==> src/rtl/xfill_pkg.sv <==
package xfill_pkg;
  typedef enum logic [1:0] {
    FILL_ZERO = 2'd0,
    FILL_ONE  = 2'd1,
    FILL_RAND = 2'd2,
    FILL_ADJ  = 2'd3
  } fill_mode_e;

  localparam int          RND_W       = 16;
  localparam logic [15:0] RND_TAPS    = 16'h002D;
  localparam logic [15:0] RND_DEFAULT = 16'hACE1;
endpackage

==> src/rtl/xfill_lfsr.sv <==
module xfill_lfsr #(
  parameter int             W        = 16,
  parameter logic [W-1:0]   TAP_MASK = 16'h002D,
  parameter logic [W-1:0]   DEFAULT  = 16'hACE1
) (
  input  logic         clk,
  input  logic         rst,
  input  logic         load_i,
  input  logic [W-1:0] seed_i,
  input  logic         step_i,
  output logic [W-1:0] state_o
);
  logic [W-1:0] state_q;
  logic         feedback;

  assign feedback = ^(state_q & TAP_MASK);
  assign state_o  = state_q;

  always_ff @(posedge clk) begin
    if (rst) begin
      state_q <= DEFAULT;
    end else if (load_i) begin
      state_q <= (seed_i == '0) ? DEFAULT : seed_i;
    end else if (step_i) begin
      state_q <= {feedback, state_q[W-1:1]};
    end
  end
endmodule

==> src/rtl/xfill_resolve.sv <==
module xfill_resolve
  import xfill_pkg::*;
(
  input  fill_mode_e mode_i,
  input  logic       ref_bit_i,
  input  logic       rnd_bit_i,
  output logic       fill_o
);
  always_comb begin
    unique case (mode_i)
      FILL_ZERO: fill_o = 1'b0;
      FILL_ONE:  fill_o = 1'b1;
      FILL_RAND: fill_o = rnd_bit_i;
      FILL_ADJ:  fill_o = ref_bit_i;
      default:   fill_o = 1'b0;
    endcase
  end
endmodule

==> src/rtl/xfill_outreg.sv <==
module xfill_outreg (
  input  logic clk,
  input  logic rst,
  input  logic load_i,
  input  logic bit_i,
  input  logic last_i,
  input  logic ready_i,
  output logic valid_o,
  output logic bit_o,
  output logic last_o
);
  always_ff @(posedge clk) begin
    if (rst) begin
      valid_o <= 1'b0;
      bit_o   <= 1'b0;
      last_o  <= 1'b0;
    end else if (load_i) begin
      valid_o <= 1'b1;
      bit_o   <= bit_i;
      last_o  <= last_i;
    end else if (ready_i) begin
      valid_o <= 1'b0;
    end
  end
endmodule

==> src/rtl/scan_xfill.sv <==
module scan_xfill
  import xfill_pkg::*;
#(
  parameter int MAX_LEN = 4096,
  parameter int SEED_W  = RND_W
) (
  input  logic              clk,
  input  logic              rst,
  input  logic [1:0]        mode,
  input  logic              seed_load,
  input  logic [SEED_W-1:0] seed_value,
  input  logic              in_valid,
  output logic              in_ready,
  input  logic              in_care,
  input  logic              in_bit,
  input  logic              in_last,
  output logic              out_valid,
  input  logic              out_ready,
  output logic              out_bit,
  output logic              out_last
);
  localparam int CNT_W = $clog2(MAX_LEN + 1);
  localparam logic [CNT_W-1:0] CNT_ONE = CNT_W'(1);

  logic              slot_free, fire;
  logic              draining;
  logic              in_pat;
  fill_mode_e        mode_q, eff_mode;
  logic              ref_valid, ref_bit;
  logic [CNT_W-1:0]  pend_cnt;
  logic              drain_fill, held_valid, held_bit, held_last;
  logic              lead_x, lead_end;
  logic              x_bit;
  logic              emit, emit_bit, emit_last, lfsr_step;
  logic [SEED_W-1:0] lfsr_state;

  assign slot_free = !out_valid || out_ready;
  assign in_ready  = !draining && slot_free;
  assign fire      = in_valid && in_ready;
  assign eff_mode  = in_pat ? mode_q : fill_mode_e'(mode);
  assign lead_x    = (eff_mode == FILL_ADJ) && !ref_valid && !in_care;
  assign lead_end  = (eff_mode == FILL_ADJ) && in_care && (pend_cnt != '0);

  xfill_lfsr #(
    .W        (SEED_W),
    .TAP_MASK (SEED_W'(RND_TAPS)),
    .DEFAULT  (SEED_W'(RND_DEFAULT))
  ) u_lfsr (
    .clk     (clk),
    .rst     (rst),
    .load_i  (seed_load),
    .seed_i  (seed_value),
    .step_i  (lfsr_step),
    .state_o (lfsr_state)
  );

  xfill_resolve u_resolve (
    .mode_i    (eff_mode),
    .ref_bit_i (ref_bit),
    .rnd_bit_i (lfsr_state[0]),
    .fill_o    (x_bit)
  );

  xfill_outreg u_out (
    .clk     (clk),
    .rst     (rst),
    .load_i  (emit),
    .bit_i   (emit_bit),
    .last_i  (emit_last),
    .ready_i (out_ready),
    .valid_o (out_valid),
    .bit_o   (out_bit),
    .last_o  (out_last)
  );

  always_comb begin
    emit      = 1'b0;
    emit_bit  = 1'b0;
    emit_last = 1'b0;
    lfsr_step = 1'b0;
    if (draining) begin
      if (slot_free) begin
        emit = 1'b1;
        if (pend_cnt != '0) begin
          emit_bit  = drain_fill;
          emit_last = !held_valid && (pend_cnt == CNT_ONE);
        end else begin
          emit_bit  = held_bit;
          emit_last = held_last;
        end
      end
    end else if (fire && !lead_x && !lead_end) begin
      emit      = 1'b1;
      emit_bit  = in_care ? in_bit : x_bit;
      emit_last = in_last;
      lfsr_step = !in_care && (eff_mode == FILL_RAND);
    end
  end

  always_ff @(posedge clk) begin
    if (rst) begin
      draining   <= 1'b0;
      in_pat     <= 1'b0;
      mode_q     <= FILL_ZERO;
      ref_valid  <= 1'b0;
      ref_bit    <= 1'b0;
      pend_cnt   <= '0;
      drain_fill <= 1'b0;
      held_valid <= 1'b0;
      held_bit   <= 1'b0;
      held_last  <= 1'b0;
    end else if (draining) begin
      if (slot_free) begin
        if (pend_cnt != '0) begin
          pend_cnt <= pend_cnt - CNT_ONE;
          if (pend_cnt == CNT_ONE && !held_valid) draining <= 1'b0;
        end else begin
          draining   <= 1'b0;
          held_valid <= 1'b0;
        end
      end
    end else if (fire) begin
      if (in_last) begin
        in_pat    <= 1'b0;
        ref_valid <= 1'b0;
      end else begin
        in_pat <= 1'b1;
        mode_q <= eff_mode;
        if (in_care) begin
          ref_valid <= 1'b1;
          ref_bit   <= in_bit;
        end
      end
      if (lead_x) begin
        pend_cnt <= pend_cnt + CNT_ONE;
        if (in_last) begin
          draining   <= 1'b1;
          drain_fill <= 1'b0;
          held_valid <= 1'b0;
        end
      end else if (lead_end) begin
        draining   <= 1'b1;
        drain_fill <= in_bit;
        held_valid <= 1'b1;
        held_bit   <= in_bit;
        held_last  <= in_last;
      end
    end
  end
endmodule

==> config.mk <==
export PLATFORM = sky130hd
export DESIGN_NAME = scan_xfill
export DESIGN_NICKNAME = d
export VERILOG_FILES = /design/src/rtl/xfill_pkg.sv /design/src/rtl/xfill_lfsr.sv /design/src/rtl/xfill_resolve.sv /design/src/rtl/xfill_outreg.sv /design/src/rtl/scan_xfill.sv
export SDC_FILE = /design/constraint.sdc
export NUM_CORES = 1
export LEC_CHECK = 0
export ABC_AREA = 0
export BUFFER_PORTS_ARGS = -buffer_cell sky130_fd_sc_hd__buf_4
export CAP_MARGIN = 30
export CORE_ASPECT_RATIO = 0.6
export CORE_MARGIN = 5
export CORE_UTILIZATION = 52
export DETAILED_ROUTE_END_ITERATION = 10
export PLACE_DENSITY_LB_ADDON = 0.12
export SLEW_MARGIN = 0
export SYNTH_ARGS = -nofsm -noshare
export SYNTH_HDL_FRONTEND = slang
export SYNTH_SLANG_ARGS = --single-unit
export TNS_END_PERCENT = 20
==> constraint.sdc <==
create_clock -name clk -period 2 [get_ports clk]
set_input_delay 0.3 -clock clk [delete_from_list [all_inputs] [get_ports clk]]
set_output_delay 0.3 -clock clk [all_outputs]
set_load 0.005 [all_outputs]
### Word-level counts from Yosys, hierarchy flattened

Cells that the tools add are included.

| word-level totals | value |
|---|---|
| input port bits | 26 |
| register bits | 42 |
| logic and storage cells | 111 |
| output and inout bits | 4 |

| operators by class | value |
|---|---|
| multiplexer cells | 46 |
| reductions and logical operators | 37 |
| $add $sub $neg | 2 |
| equality and inequality tests | 9 |
| bitwise gates (word level) | 3 |

Operators with widths:

| operator | number |
|---|---|
| 13-bit 2-to-1 mux | 5 |
| 16-bit 2-to-1 mux | 3 |
| 1-bit 2-to-1 mux | 36 |
| 16-bit logical NOT | 1 |
| 4-bit AND reduction | 4 |
| 16-bit parity | 1 |
| 13-bit by 1-bit adder with 13-bit output (second input constant) | 1 |
| 13-bit by 1-bit == test with 1-bit output (second input constant) | 1 |
| 13-bit nonzero test | 1 |
| 13-bit by 1-bit subtractor with 13-bit output (second input constant) | 1 |
| 2-bit nonzero test | 6 |
| 1-bit logical AND | 10 |
| 1-bit logical NOT | 7 |
| 2-bit inequality test (second input constant) | 3 |
| 3-bit AND reduction | 2 |
| 5-bit AND reduction | 1 |
| 2-bit == test (second input constant) | 2 |
| 1-bit one-hot mux with 4 select lines | 1 |
| 3-bit inequality test (second input constant) | 1 |
| 1-bit inverter | 3 |
| 3-bit nonzero test | 1 |
| 2-bit by 1-bit == test with 1-bit output (second input constant) | 1 |
| 2-bit logical NOT | 1 |
| 2-bit 2-to-1 mux | 1 |
| 3 further kinds | 3 |

### Longest topological paths before layout

Gate-level depths: netlist (run 1).

| depth | value |
|---|---|
| depth in word-level cells | 11 |
| gate-level depth with buffers | 9 |
| gate-level depth less buffers | 7 |

### Hierarchy

A second synthesis (run 1) with hierarchy kept.

| second synthesis, totals | value |
|---|---|
| cell total of the unflattened synthesis | 283 |
| area, all modules | 2,442.3 um^2 |

Modules (own cells, without submodules):

| module | cells each | times used | seq. area each (um^2) | area an instance (um^2) |
|---|---|---|---|---|
| scan_xfill | 183 | 1 | 460.4 | 1,515.2 |
| xfill_lfsr | 87 | 1 | 320.3 | 809.5 |
| xfill_outreg | 10 | 1 | 60.1 | 102.6 |
| xfill_resolve | 3 | 1 | 0.0 | 15.0 |

### Least setup slack after synthesis (run 1)

OpenSTA, ideal clock, no wires.

| timing | value |
|---|---|
| kind | register -> register |
| from | register pend_cnt[0] |
| to | register pend_cnt[1] |
| buffers on the path | 2 |
| cell stages (with the launch flop) | 10 |
| setup time | 0.086 ns |
| setup slack | 0.011 ns |
| data required time | 1.914 ns |
| data arrival time | 1.904 ns |
| clock period less this slack | 1.989 ns |
| path through | dfxtp_1 inv_1 ha_1 nor4b_1 nand4_2 a32oi_2 buf_6 buf_6 nor2_1 a211oi_1 |

| between the ends | value |
|---|---|
| cells in the longest elaborated chain, start to end | 4 |
| elaborated cells on any way between the ends | 10 |
| classes of those cells | add/sub (2); eq/ne (1); mux (5); reduce/logical (2) |

Ends and longest elaborated chain:

| element | line | source |
|---|---|---|
| from (decl) | scan_xfill.sv:30 | `logic [CNT_W-1:0] pend_cnt;` |
| from (signal assigned) | scan_xfill.sv:115 | `pend_cnt <= pend_cnt - CNT_ONE;` |
| from (signal assigned) | scan_xfill.sv:135 | `pend_cnt <= pend_cnt + CNT_ONE;` |
| 13-bit by 1-bit adder with 13-bit output / 13-bit by 1-bit subtractor with 13-bit output (equally long branches) | scan_xfill.sv:135, scan_xfill.sv:115 |  |
| 13-bit 2-to-1 mux, on equally long branches | scan_xfill.sv:134, scan_xfill.sv:114 |  |
| 13-bit 2-to-1 mux, on equally long branches | scan_xfill.sv:122, scan_xfill.sv:113 |  |
| 13-bit 2-to-1 mux | scan_xfill.sv:112 | `end else if (draining) begin` |

Parallel ways exist; a longest one is shown, timed or not. The select of a mux whose other input is x is not followed.
A chain may end at the register's enable or synchronous reset.

### Worst setup path in the final report (run 1)

| timing | value |
|---|---|
| from | register in_pat |
| to | register pend_cnt[5] |

| between the ends | value |
|---|---|
| cells in the longest elaborated chain, start to end | 6 |

Ends and longest elaborated chain:

| element | line | source |
|---|---|---|
| from (decl) | scan_xfill.sv:27 | `logic in_pat;` |
| from (signal assigned) | scan_xfill.sv:103 | `in_pat <= 1'b0;` |
| from (signal assigned) | scan_xfill.sv:124 | `in_pat <= 1'b0;` |
| from (signal assigned) | scan_xfill.sv:127 | `in_pat <= 1'b1;` |
| 2-bit 2-to-1 mux | scan_xfill.sv:40 | `assign eff_mode = in_pat ? mode_q : fill_mode_e'(mode);` |
| 2-bit == test | scan_xfill.sv:41 | `assign lead_x = (eff_mode == FILL_ADJ) && !ref_valid && !in_care;` |
| 1-bit logical AND (2 in a row) | scan_xfill.sv:41 |  |
| 2-bit nonzero test (no line) | -- |  |
| 4-bit AND reduction (no line) | -- |  |

No other way between the ends.

==> flow_summary.json, run 1 <==
{
  "wl_per_cell_um": 17.4,
  "synth_top_area_share_pct": 36.0,
  "clk_pin_slew_ps": 80,
  "relSlewSlack_pct": 52.6,
  "drive_above_1_share_pct": 28.9,
  "ant_nets": 0,
  "critPathKind": "flip-flop to flip-flop",
  "p_seq_share_pct": 50.0,
  "syn_area_sq_mm": 0.00234,
  "drt_iter0_drc": 190,
  "critical_path.max_stage_delay_ps": 490,
  "die-area_sq_mm": 0.00598,
  "clk_latency_ps": 300,
  "fp.dieH_um": 61.9,
  "crit_chain": "nand3b_4 > a2111oi_4 > a32oi_4 > buf_12 > buf_6 > or4_1 > a21oi_1",
  "drcViolationCount": 0,
  "cts_hold_buf": 0,
  "synthSimpleGateAreaFrac_pct": 23.0,
  "fin_crit_sh_pct": 100,
  "synth_top_cell_by_area": "dfxtp_1",
  "crit_fanout": 6,
  "pwr_density_cell_mw_per_mm2": 599,
  "status": "finished, violations left",
  "tns_ps": -8.90,
  "grt_first_pass_wirelength_um": 9720,
  "dpl_cell_area_sq_mm": 0.00275,
  "arrival_ps": 2240,
  "p_leak_uw": 0.00119,
  "ys_top_cells_by_count": "42 x dfxtp_1, 28 x a21oi_1, 26 x nor2_1",
  "final_nets": 351,
  "start_util_pct": 55.2,
  "finalCriticalPeriod_ps": 2010,
  "num_vias": 2331,
  "setup_viol": 1,
  "ys_types": 53,
  "holdWs_ps": 255,
  "numCtsBuffers": 5,
  "hold_viol": 0,
  "switchingPower_uw": 504,
  "place_hpwl_um": 4580,
  "synthAdderAreaFrac_pct": 2.14,
  "violations": "negative setup slack",
  "clkPwrFrac_pct": 32.5,
  "async_flop_share_pct": 0,
  "gp_congestion": 0.937,
  "post-place-ws_ps": -56.4,
  "fin_area_sq_mm": 0.00303,
  "rsz0062_at_grt": "yes",
  "cts_root_buffer": "clkbuf_8",
  "firstDrtPassIters": 5,
  "min_path_type": "input port to flip-flop",
  "setup_slack_ps": -8.90,
  "p_sw_share_pct": 27.8,
  "first_global_vias": 1936,
  "drv_slew": 0,
  "synth_mux_area_share_pct": 7.76,
  "wirelength_um": 6630,
  "fill_cells": 332,
  "reg2reg_depth": 7,
  "synth_top_family_by_area": "compound AO/OA/AOI/OAI gates",
  "antenna_found_initial": 0,
  "tightestPinTransition_ps": 708,
  "grt_max_degree": 48,
  "cts_tree": "yes",
  "io_pins": 30,
  "port_buffers": 29,
  "comb_power_share_pct": 17.6,
  "synthesis.nets": 300,
  "yosysSeqAreaShare_pct": 36.0,
  "power.internal_uw": 1310,
  "clock-sinks": 42,
  "peakVddDrop_v": 0.000408,
  "area_growth_pct": 29.7,
  "core.rowCount": 18,
  "core_sq_mm": 0.00423,
  "ys_seq_elements": 42,
  "synth_cells": 270,
  "hold_depth": 3,
  "skew_ps": 6.53,
  "routed_via_density": 6.10,
  "grt-ovfl-total": 0,
  "grtUsageTotal_pct": 21.7,
  "maxCapViolCount": 0,
  "critPathRequiredTime_ps": 2240,
  "fmax_ghz": 0.498,
  "synth_area_leaders": "dfxtp_1 36%, mux2i_1 7.3%, a21oi_1 6.0%",
  "synth-edff-count": 0,
  "clk_path_buf_depth": 2,
  "cp-start-kind": "flip-flop",
  "synth-compound-area-share_pct": 24.6,
  "antenna_cells": 0,
  "syn_avg_cell_area_sq_um": 8.66,
  "ctsHtreeMaxLevel": 2,
  "die_w_um": 96.6,
  "critPathSlowestCell": "or4_1",
  "ys.flop_type": "dfxtp_1",
  "yosys.area_share.xor_xnor_pct": 1.87,
  "end_kind": "flip-flop",
  "synth_warnings": 0,
  "yosysMostFrequentCell": "dfxtp_1"
}
==> layout make-up <==
type / count / area, sq um / area share (%)
Clock buffer: 6 / 82.6 / 2.73
Tap cell: 60 / 75.1 / 2.48
Sequential cell: 42 / 856 / 28.2
Multi-Input combinational cell: 206 / 1480 / 48.8
Clock inverter: 2 / 12.5 / 0.413
Inverter: 5 / 18.8 / 0.619
Timing Repair Buffer: 61 / 508 / 16.8
==> path summary, 6_finish.rpt <==
path                                      endpoint  slack (ps)          startpoint
worst max-delay path                   pend_cnt[5]          -9              in_pat
worst min-delay path                       ref_bit         260              in_bit
worst max register to register         pend_cnt[5]          -9              in_pat
worst min register to register  u_lfsr.state_o[15]         480  u_lfsr.state_o[15]
==> per-layer routing <==
metal	wire length, um	vias to the layer above	track usage [%]
met5	0	-	0
met4	86	0	5.99
met3	611	10	6.86
met2	2580	99	26.9
met1	3350	1100	34.5
li1	-	1122	-
==> critical path, delay by kind of cell (launching register included) <==
family,cells,cell delay [ps]
buf+inv,2,280
compound gates,3,620
flops,1,380
simple gates,2,660
==> registers in the layout (all words and copies together), names as in the netlist <==
name	flops
u_lfsr.state_o	16
pend_cnt	13
mode_q	2
drain_fill	1
draining	1
held_bit	1
held_last	1
held_valid	1
in_pat	1
ref_bit	1
ref_valid	1
u_out.bit_o	1
u_out.last_o	1
u_out.valid_o	1
==> per-stage QoR <==
step | util [%] | power, uW | std cells
6_report | 71.6 | 1820 | 382
5_1_grt | 71.6 | 1880 | 382
4_1_cts | 67.3 | 1790 | 374
3_5_place_dp | 64.8 | 1200 | 366
3_3_place_gp | 64.8 | 1200 | 366
2_1_floorplan | - | 1090 | 270
==> logic make-up (layout without fill, tap and decap cells) <==
logic type,Yosys count,in the layout
DFF,42,42
and+or+nand+nor,91,91
muxes,18,18
buffers and inverters,22,74
AOI/OAI and AO/OA,88,88
xor gates and xnor gates,5,5
adders and majority gates,4,4
==> power groups by stage <==
stage / Combinational (uW) / Sequential (uW) / Clock, uW
floorplan: 171 / 916 / 0
global placement: 277 / 922 / 0
detailed placement: 281 / 923 / 0
CTS: 283 / 905 / 598
global route: 344 / 912 / 625
finish: 319 / 907 / 590
==> what timing repair did <==
action,4_1_cts,5_1_grt
setup endpoints to repair,5,12
resized for setup,2,28
pin swaps,0,8
setup buffers,0,7
cloned,0,1
==> cell usage in the layout, fill, tap and decap left out, drive strengths merged, types with 3 or more instances in the layout <==
cell type	instances
xnor2	3
mux2i	17
nand3b	4
a21oi	28
or3	4
dfxtp	42
nor2b	5
nand3	6
nand2b	4
a211oi	11
ha	4
nor4	7
nand4	3
clkbuf	7
buf	60
nor3	5
or4	7
nor2	26
inv	5
o21ai	18
nand4b	3
o22ai	8
nand2	7
o31ai	5
nor4b	3
Note: power is estimated with default switching activity, not from simulation.
==> inputs of run 2 (changes only) <==
--- a/config.mk
+++ b/config.mk
@@ -5,12 +5,11 @@
 export SDC_FILE = /design/constraint.sdc
 export NUM_CORES = 1
 export LEC_CHECK = 0
-export ABC_AREA = 0
+export ABC_AREA = 1
 export BUFFER_PORTS_ARGS = -buffer_cell sky130_fd_sc_hd__buf_4
-export CAP_MARGIN = 30
 export CORE_ASPECT_RATIO = 0.6
 export CORE_MARGIN = 5
-export CORE_UTILIZATION = 52
+export CORE_UTILIZATION = 53
 export DETAILED_ROUTE_END_ITERATION = 10
 export PLACE_DENSITY_LB_ADDON = 0.12
 export SLEW_MARGIN = 0
==> run 2 against run 1 <==
  * The flow now finishes without violations
  * Global-route usage shrank 0.13 points
  * Die area grew 18%
  * Non-clock buffer count shrank 24
  * Synthesized cell count grew 68%
  * Critical endpoint is now u_lfsr.state_o[4]
  * Highest routed layer unchanged
==> flow_summary.json, run 2 <==
{
  "peakVddDrop_v": 0.000404,
  "ant_nets": 0,
  "clk_path_buf_depth": 2,
  "numCtsBuffers": 5,
  "synth_area_leaders": "dfxtp_1 29%, nand2_1 19%, nor2_1 9.8%",
  "cts_tree": "yes",
  "grt_max_degree": 23,
  "multi_input_comb_area_sq_mm": 0.00177,
  "final_cell_mix": "145 x nand2_1, 75 x nor2_1, 42 x dfxtp_1, 38 x nand3_1, 37 x buf_4",
  "drt_iter0_drc": 251,
  "fmax_ghz": 0.548,
  "cts_hold_buf": 0,
  "ys_seq_elements": 42,
  "cts_resized": 0,
  "grt-ovfl-total": 0,
  "finalCriticalPeriod_ps": 1820,
  "power.total_uw": 1920,
  "clock-sinks": 42,
  "antenna_cells": 0,
  "die-area_sq_mm": 0.00704,
  "yosysMostFrequentCell": "nand2_1",
  "crit_fanout": 22,
  "final_nets": 506,
  "fin_crit_sh_pct": 91.2,
  "routed_via_density": 5.18,
  "final_util_pct": 61.8,
  "syn_area_sq_mm": 0.00287,
  "synth_top_cell_by_area": "dfxtp_1",
  "setup_viol": 0,
  "fp.dieH_um": 67.0,
  "core_sq_mm": 0.00515,
  "drv_slew": 0,
  "synth-edff-count": 0,
  "area_growth_pct": 10.9,
  "synthesis.nets": 484,
  "largest_reg_flops": 16,
  "critPathKind": "flip-flop to flip-flop",
  "pwr_density_cell_mw_per_mm2": 603,
  "syn_avg_cell_area_sq_um": 6.33,
  "end_kind": "flip-flop",
  "p_leak_uw": 0.00149,
  "first_global_vias": 2469,
  "critPathRequiredTime_ps": 2200,
  "firstDrtPassIters": 5,
  "cp-start-kind": "flip-flop",
  "place_hpwl_um": 5390,
  "io_pins": 30,
  "gp_congestion": 0.897,
  "ctsHtreeMaxLevel": 2,
  "drive_above_1_share_pct": 14.7,
  "status": "finished, final reports clean",
  "tns_ps": 0,
  "wirelength_um": 7160,
  "clk_latency_ps": 300,
  "hold_viol": 0,
  "rsz0062_at_grt": "no",
  "arrival_ps": 2020,
  "cts_root_buffer": "clkbuf_8",
  "synth_cells": 454,
  "core.rowCount": 20,
  "tightestPinTransition_ps": 673,
  "synth_warnings": 0,
  "grt_first_pass_wirelength_um": 12100,
  "final_common_cell": "nand2_1",
  "synth_top_area_share_pct": 29.3,
  "num_vias": 2813,
  "grtUsageTotal_pct": 21.5,
  "die_w_um": 105,
  "yosysSeqAreaShare_pct": 29.3,
  "relSlewSlack_pct": 55.1,
  "wl_per_cell_um": 13.2,
  "port_buffers": 29,
  "ys_types": 31,
  "antenna_found_initial": 0,
  "clk_pin_slew_ps": 80,
  "regArea_sq_um": 841,
  "maxCapViolCount": 0,
  "ys.flop_type": "dfxtp_1",
  "min_path_type": "input port to flip-flop",
  "ys_top_cells_by_count": "145 x nand2_1, 75 x nor2_1, 42 x dfxtp_1",
  "drcViolationCount": 0,
  "skew_ps": 3.26,
  "start_util_pct": 55.8,
  "fill_cells": 483,
  "post_cts_buffers": 0,
  "async_flop_share_pct": 0
}
run 2: cell types whose count changed after synthesis, moves of 7 or more:
| cell | previous run | this run |
|---|---|---|
| nand3_1 | 6 | 38 |
| mux2i_1 | 17 | 5 |
| o22ai_1 | 8 | 0 |
| nand2_1 | 7 | 145 |
| nor2_1 | 26 | 75 |
| inv_1 | 5 | 29 |
| a211oi_1 | 11 | 0 |
| or4_1 | 7 | 0 |
run 2: logic make-up (layout without fill, tap and decap cells):
family | Yosys count | count (layout) | synth area share, %
flops | 42 | 42 | 29.3
mux | 5 | 5 | 1.74
fa+ha+maj | 4 | 4 | 1.74
compound gates | 52 | 52 | 10.2
buf+inv | 51 | 74 | 9.23
xor+xnor | 11 | 11 | 3.35
simple gates | 289 | 289 | 44.5
run 2: final timing paths:
path | startpoint | endpoint | slack, ps | cells after the start
worst max-delay path | pend_cnt[0] | u_lfsr.state_o[4] | 180 | 11
worst min-delay path | mode[1] | mode_q[1] | 300 | 3
worst max register to register | pend_cnt[0] | u_lfsr.state_o[4] | 180 | 11
worst min register to register | ref_valid | ref_valid | 450 | 2
run 2: metrics by stage:
stage / instance area [sq um] / std cells / setup WS (ps) / hold WS, ps
2_1_floorplan: 2870 / 454 / 386 / 430
3_5_place_dp: 3080 / 535 / 206 / 440
5_1_grt: 3190 / 543 / 7.16 / 317
4_1_cts: 3190 / 543 / 186 / 291
6_report: 3190 / 543 / 177 / 298
3_3_place_gp: 3080 / 535 / 305 / 442
run 2: area by class of cell:
class | instances | share of cell area, %
clock buffer | 8 | 3.45
inverter | 29 | 3.41
multi-input combinational | 361 | 55.5
sequential | 42 | 26.4
tap | 66 | 2.59
timing repair buffer | 37 | 8.71
run 2: critical path: stages (launching register included):
cell and delay, ps:
dfxtp_1 390, inv_1 100, ha_1 200, nand2_4 80
nor2_8 130, nand2_4 80, nand2_4 100, nand3_4 170
nand2_4 250, nand2_1 100, nand2_1 70, nor2_1 40
run 2: metal layers:
| layer | GRT usage (%) | up-vias | share of wire [%] |
|---|---|---|---|
| met5 | 0 | - | 0 |
| met4 | 4.31 | 0 | 0.71 |
| met3 | 6.58 | 4 | 9.1 |
| met2 | 27.9 | 119 | 37 |
| met1 | 33.6 | 1202 | 54 |
| li1 | - | 1488 | - |
run 2: power by group:
group	leakage, uW	total [uW]	switching (uW)	internal, uW
combinational	0.00108	366	217	149
clock	0.0000575	649	300	349
sequential	0.000344	909	29.0	880
total	0.00149	1920	546	1380
==> inputs of run 3 (changes only) <==
--- a/config.mk
+++ b/config.mk
@@ -12,6 +12,7 @@
 export CORE_UTILIZATION = 53
 export DETAILED_ROUTE_END_ITERATION = 10
 export PLACE_DENSITY_LB_ADDON = 0.12
+export REMOVE_ABC_BUFFERS = 1
 export SLEW_MARGIN = 0
 export SYNTH_ARGS = -nofsm -noshare
 export SYNTH_HDL_FRONTEND = slang
==> run 3 against run 2 <==
  * Setup slack better by 60 ps
  * First-iteration DRC count decreased by 34%
  * Sequential cell count unchanged
  * Critical endpoint is now u_lfsr.state_o[1]
  * Critical path type unchanged
  * Clock power rose by 3.1%
  * Clock skew rose by 1.3 ps
  * Routed wire length increased by 0.18%
  * Combinational power increased by 2%
  * Critical path depth unchanged
  * Power is 1.2% higher
==> flow_summary.json, run 3 (same netlist as run 2, synthesis figures left out) <==
{
  "p_leak_uw": 0.00149,
  "routed_via_density": 5.21,
  "start_util_pct": 55.8,
  "cts_hold_buf": 0,
  "crit_fanout": 22,
  "top_layer": "met4",
  "grtUsageTotal_pct": 22.1,
  "cts_resized": 0,
  "fill_cells": 489,
  "firstDrtPassIters": 5,
  "antenna_cells": 0,
  "area_growth_pct": 11.4,
  "grt_max_degree": 23,
  "arrival_ps": 1960,
  "largest_reg_flops": 16,
  "cp_common_cell": "nand2_4",
  "die-area_sq_mm": 0.00704,
  "final_cell_mix": "145 x nand2_1, 75 x nor2_1, 42 x dfxtp_1, 38 x nand3_1, 38 x buf_4",
  "regArea_sq_um": 841,
  "wl_met1_um": 3780,
  "grt-ovfl-total": 0,
  "drt_iter0_drc": 165,
  "clk_pin_slew_ps": 80,
  "critical_path.max_stage_delay_ps": 340,
  "finalCriticalPeriod_ps": 1760,
  "final_util_pct": 62.1,
  "reg2reg_to": "u_lfsr.state_o[1]",
  "status": "finished, final reports clean",
  "crit_chain": "inv_1 > ha_1 > nand2_4 > nor2_8 > nand2_4 > nand2_4 > nand3_4 > nand2_8 > nand2_1 > nand2_1 > nor2_1",
  "num_vias": 2833,
  "worstPathBufferInverterCount": 1,
  "clk_latency_ps": 290,
  "drive_above_1_share_pct": 14.4,
  "tightestPinTransition_ps": 554,
  "grt_first_pass_wirelength_um": 12600,
  "fmax_ghz": 0.567,
  "port_buffers": 29,
  "final_nets": 507,
  "critPathKind": "flip-flop to flip-flop",
  "antenna_found_initial": 0,
  "min_path_type": "input port to flip-flop",
  "crit_family": "simple AND/OR/NAND/NOR gates",
  "cts_root_buffer": "clkbuf_8",
  "numCtsBuffers": 5,
  "cts_tree": "yes",
  "hold_depth": 4,
  "ant_nets": 0,
  "dr_wl_met3_um": 543,
  "first_global_vias": 2574,
  "clk_path_buf_depth": 2,
  "setup_viol": 0,
  "end_kind": "flip-flop",
  "maxCapViolCount": 0,
  "io_pins": 30,
  "pwr_density_cell_mw_per_mm2": 609,
  "gp_congestion": 0.909,
  "relSlewSlack_pct": 63.0,
  "critPathSlowestCell": "dfxtp_1",
  "drv_slew": 0,
  "wl_per_cell_um": 13.2,
  "die_w_um": 105,
  "clock-sinks": 42,
  "core_sq_mm": 0.00515,
  "holdPathEnd": "draining",
  "critPathRequiredTime_ps": 2190,
  "wirelength_um": 7170,
  "met2_length_um": 2800,
  "cp-start-kind": "flip-flop",
  "reg2reg_depth": 11,
  "place_hpwl_um": 5340,
  "post_cts_buffers": 0,
  "final_common_cell": "nand2_1",
  "r2r_start": "pend_cnt[1]",
  "hp-start": "out_ready",
  "ctsHtreeMaxLevel": 2,
  "multi_input_comb_area_sq_mm": 0.00178,
  "drcViolationCount": 0,
  "fp.dieH_um": 67.0,
  "rsz0062_at_grt": "no",
  "r2r_setup_slack_ps": 240,
  "skew_ps": 4.55,
  "peakVddDrop_v": 0.000397,
  "fin_crit_sh_pct": 88.1,
  "hold_viol": 0,
  "tns_ps": 0,
  "core.rowCount": 20
}
## run 3: power breakdown
part | switching, uW | total [uW] | internal [uW] | leakage [uW]
clock | 295 | 669 | 374 | 0.0000524
combinational | 220 | 372 | 152 | 0.00109
sequential | 27.2 | 907 | 880 | 0.000344
total | 542 | 1950 | 1410 | 0.00149
## run 3: layer usage
metal  global-route usage, %  up-vias
met1                    34.6     1243
met2                    31.2       92
li1                        -     1490
met5                       0        -
met3                    4.16        8
met4                    3.51        0
## run 3: stage by stage
step | instance area (sq um) | std cells | worst slack (ps) | hold slack (ps) | total power (uW)
2_1_floorplan | 2720 | 432 | 171 | 362 | 1160
3_3_place_gp | 3090 | 536 | 303 | 442 | 1290
3_5_place_dp | 3090 | 536 | 182 | 444 | 1290
4_1_cts | 3190 | 544 | 171 | 295 | 1950
5_1_grt | 3200 | 544 | 65.7 | 307 | 2060
6_report | 3200 | 544 | 237 | 292 | 1950
## run 3: final cells by class
class	count	share of cell area [%]
Clock inverter	1	0.938
Clock buffer	7	2.38
Inverter	29	3.40
Sequential cell	42	26.3
Multi-Input combinational cell	361	55.5
Timing Repair Buffer	38	8.91
Tap cell	66	2.58
## run 3: worst reg2reg max path, cell delays in order, from the launching register on
cell and delay (ps):
dfxtp_1 340, inv_1 140, ha_1 210, nand2_4 80, nor2_8 140, nand2_4 80
nand2_4 100, nand3_4 170, nand2_8 200, nand2_1 80, nand2_1 70, nor2_1 40
## run 3: how the worst max path moves through the flow
stage	startpoint	cells after the start	to	slack, ps
3_5_place_dp	pend_cnt[1]	11	u_lfsr.state_o[1]	180
4_1_cts	pend_cnt[1]	11	u_lfsr.state_o[1]	170
5_1_grt	pend_cnt[1]	11	u_lfsr.state_o[2]	70
2_1_floorplan	draining	7	pend_cnt[8]	170
6_report	pend_cnt[1]	11	u_lfsr.state_o[1]	240
3_3_place_gp	pend_cnt[1]	11	u_lfsr.state_o[4]	300
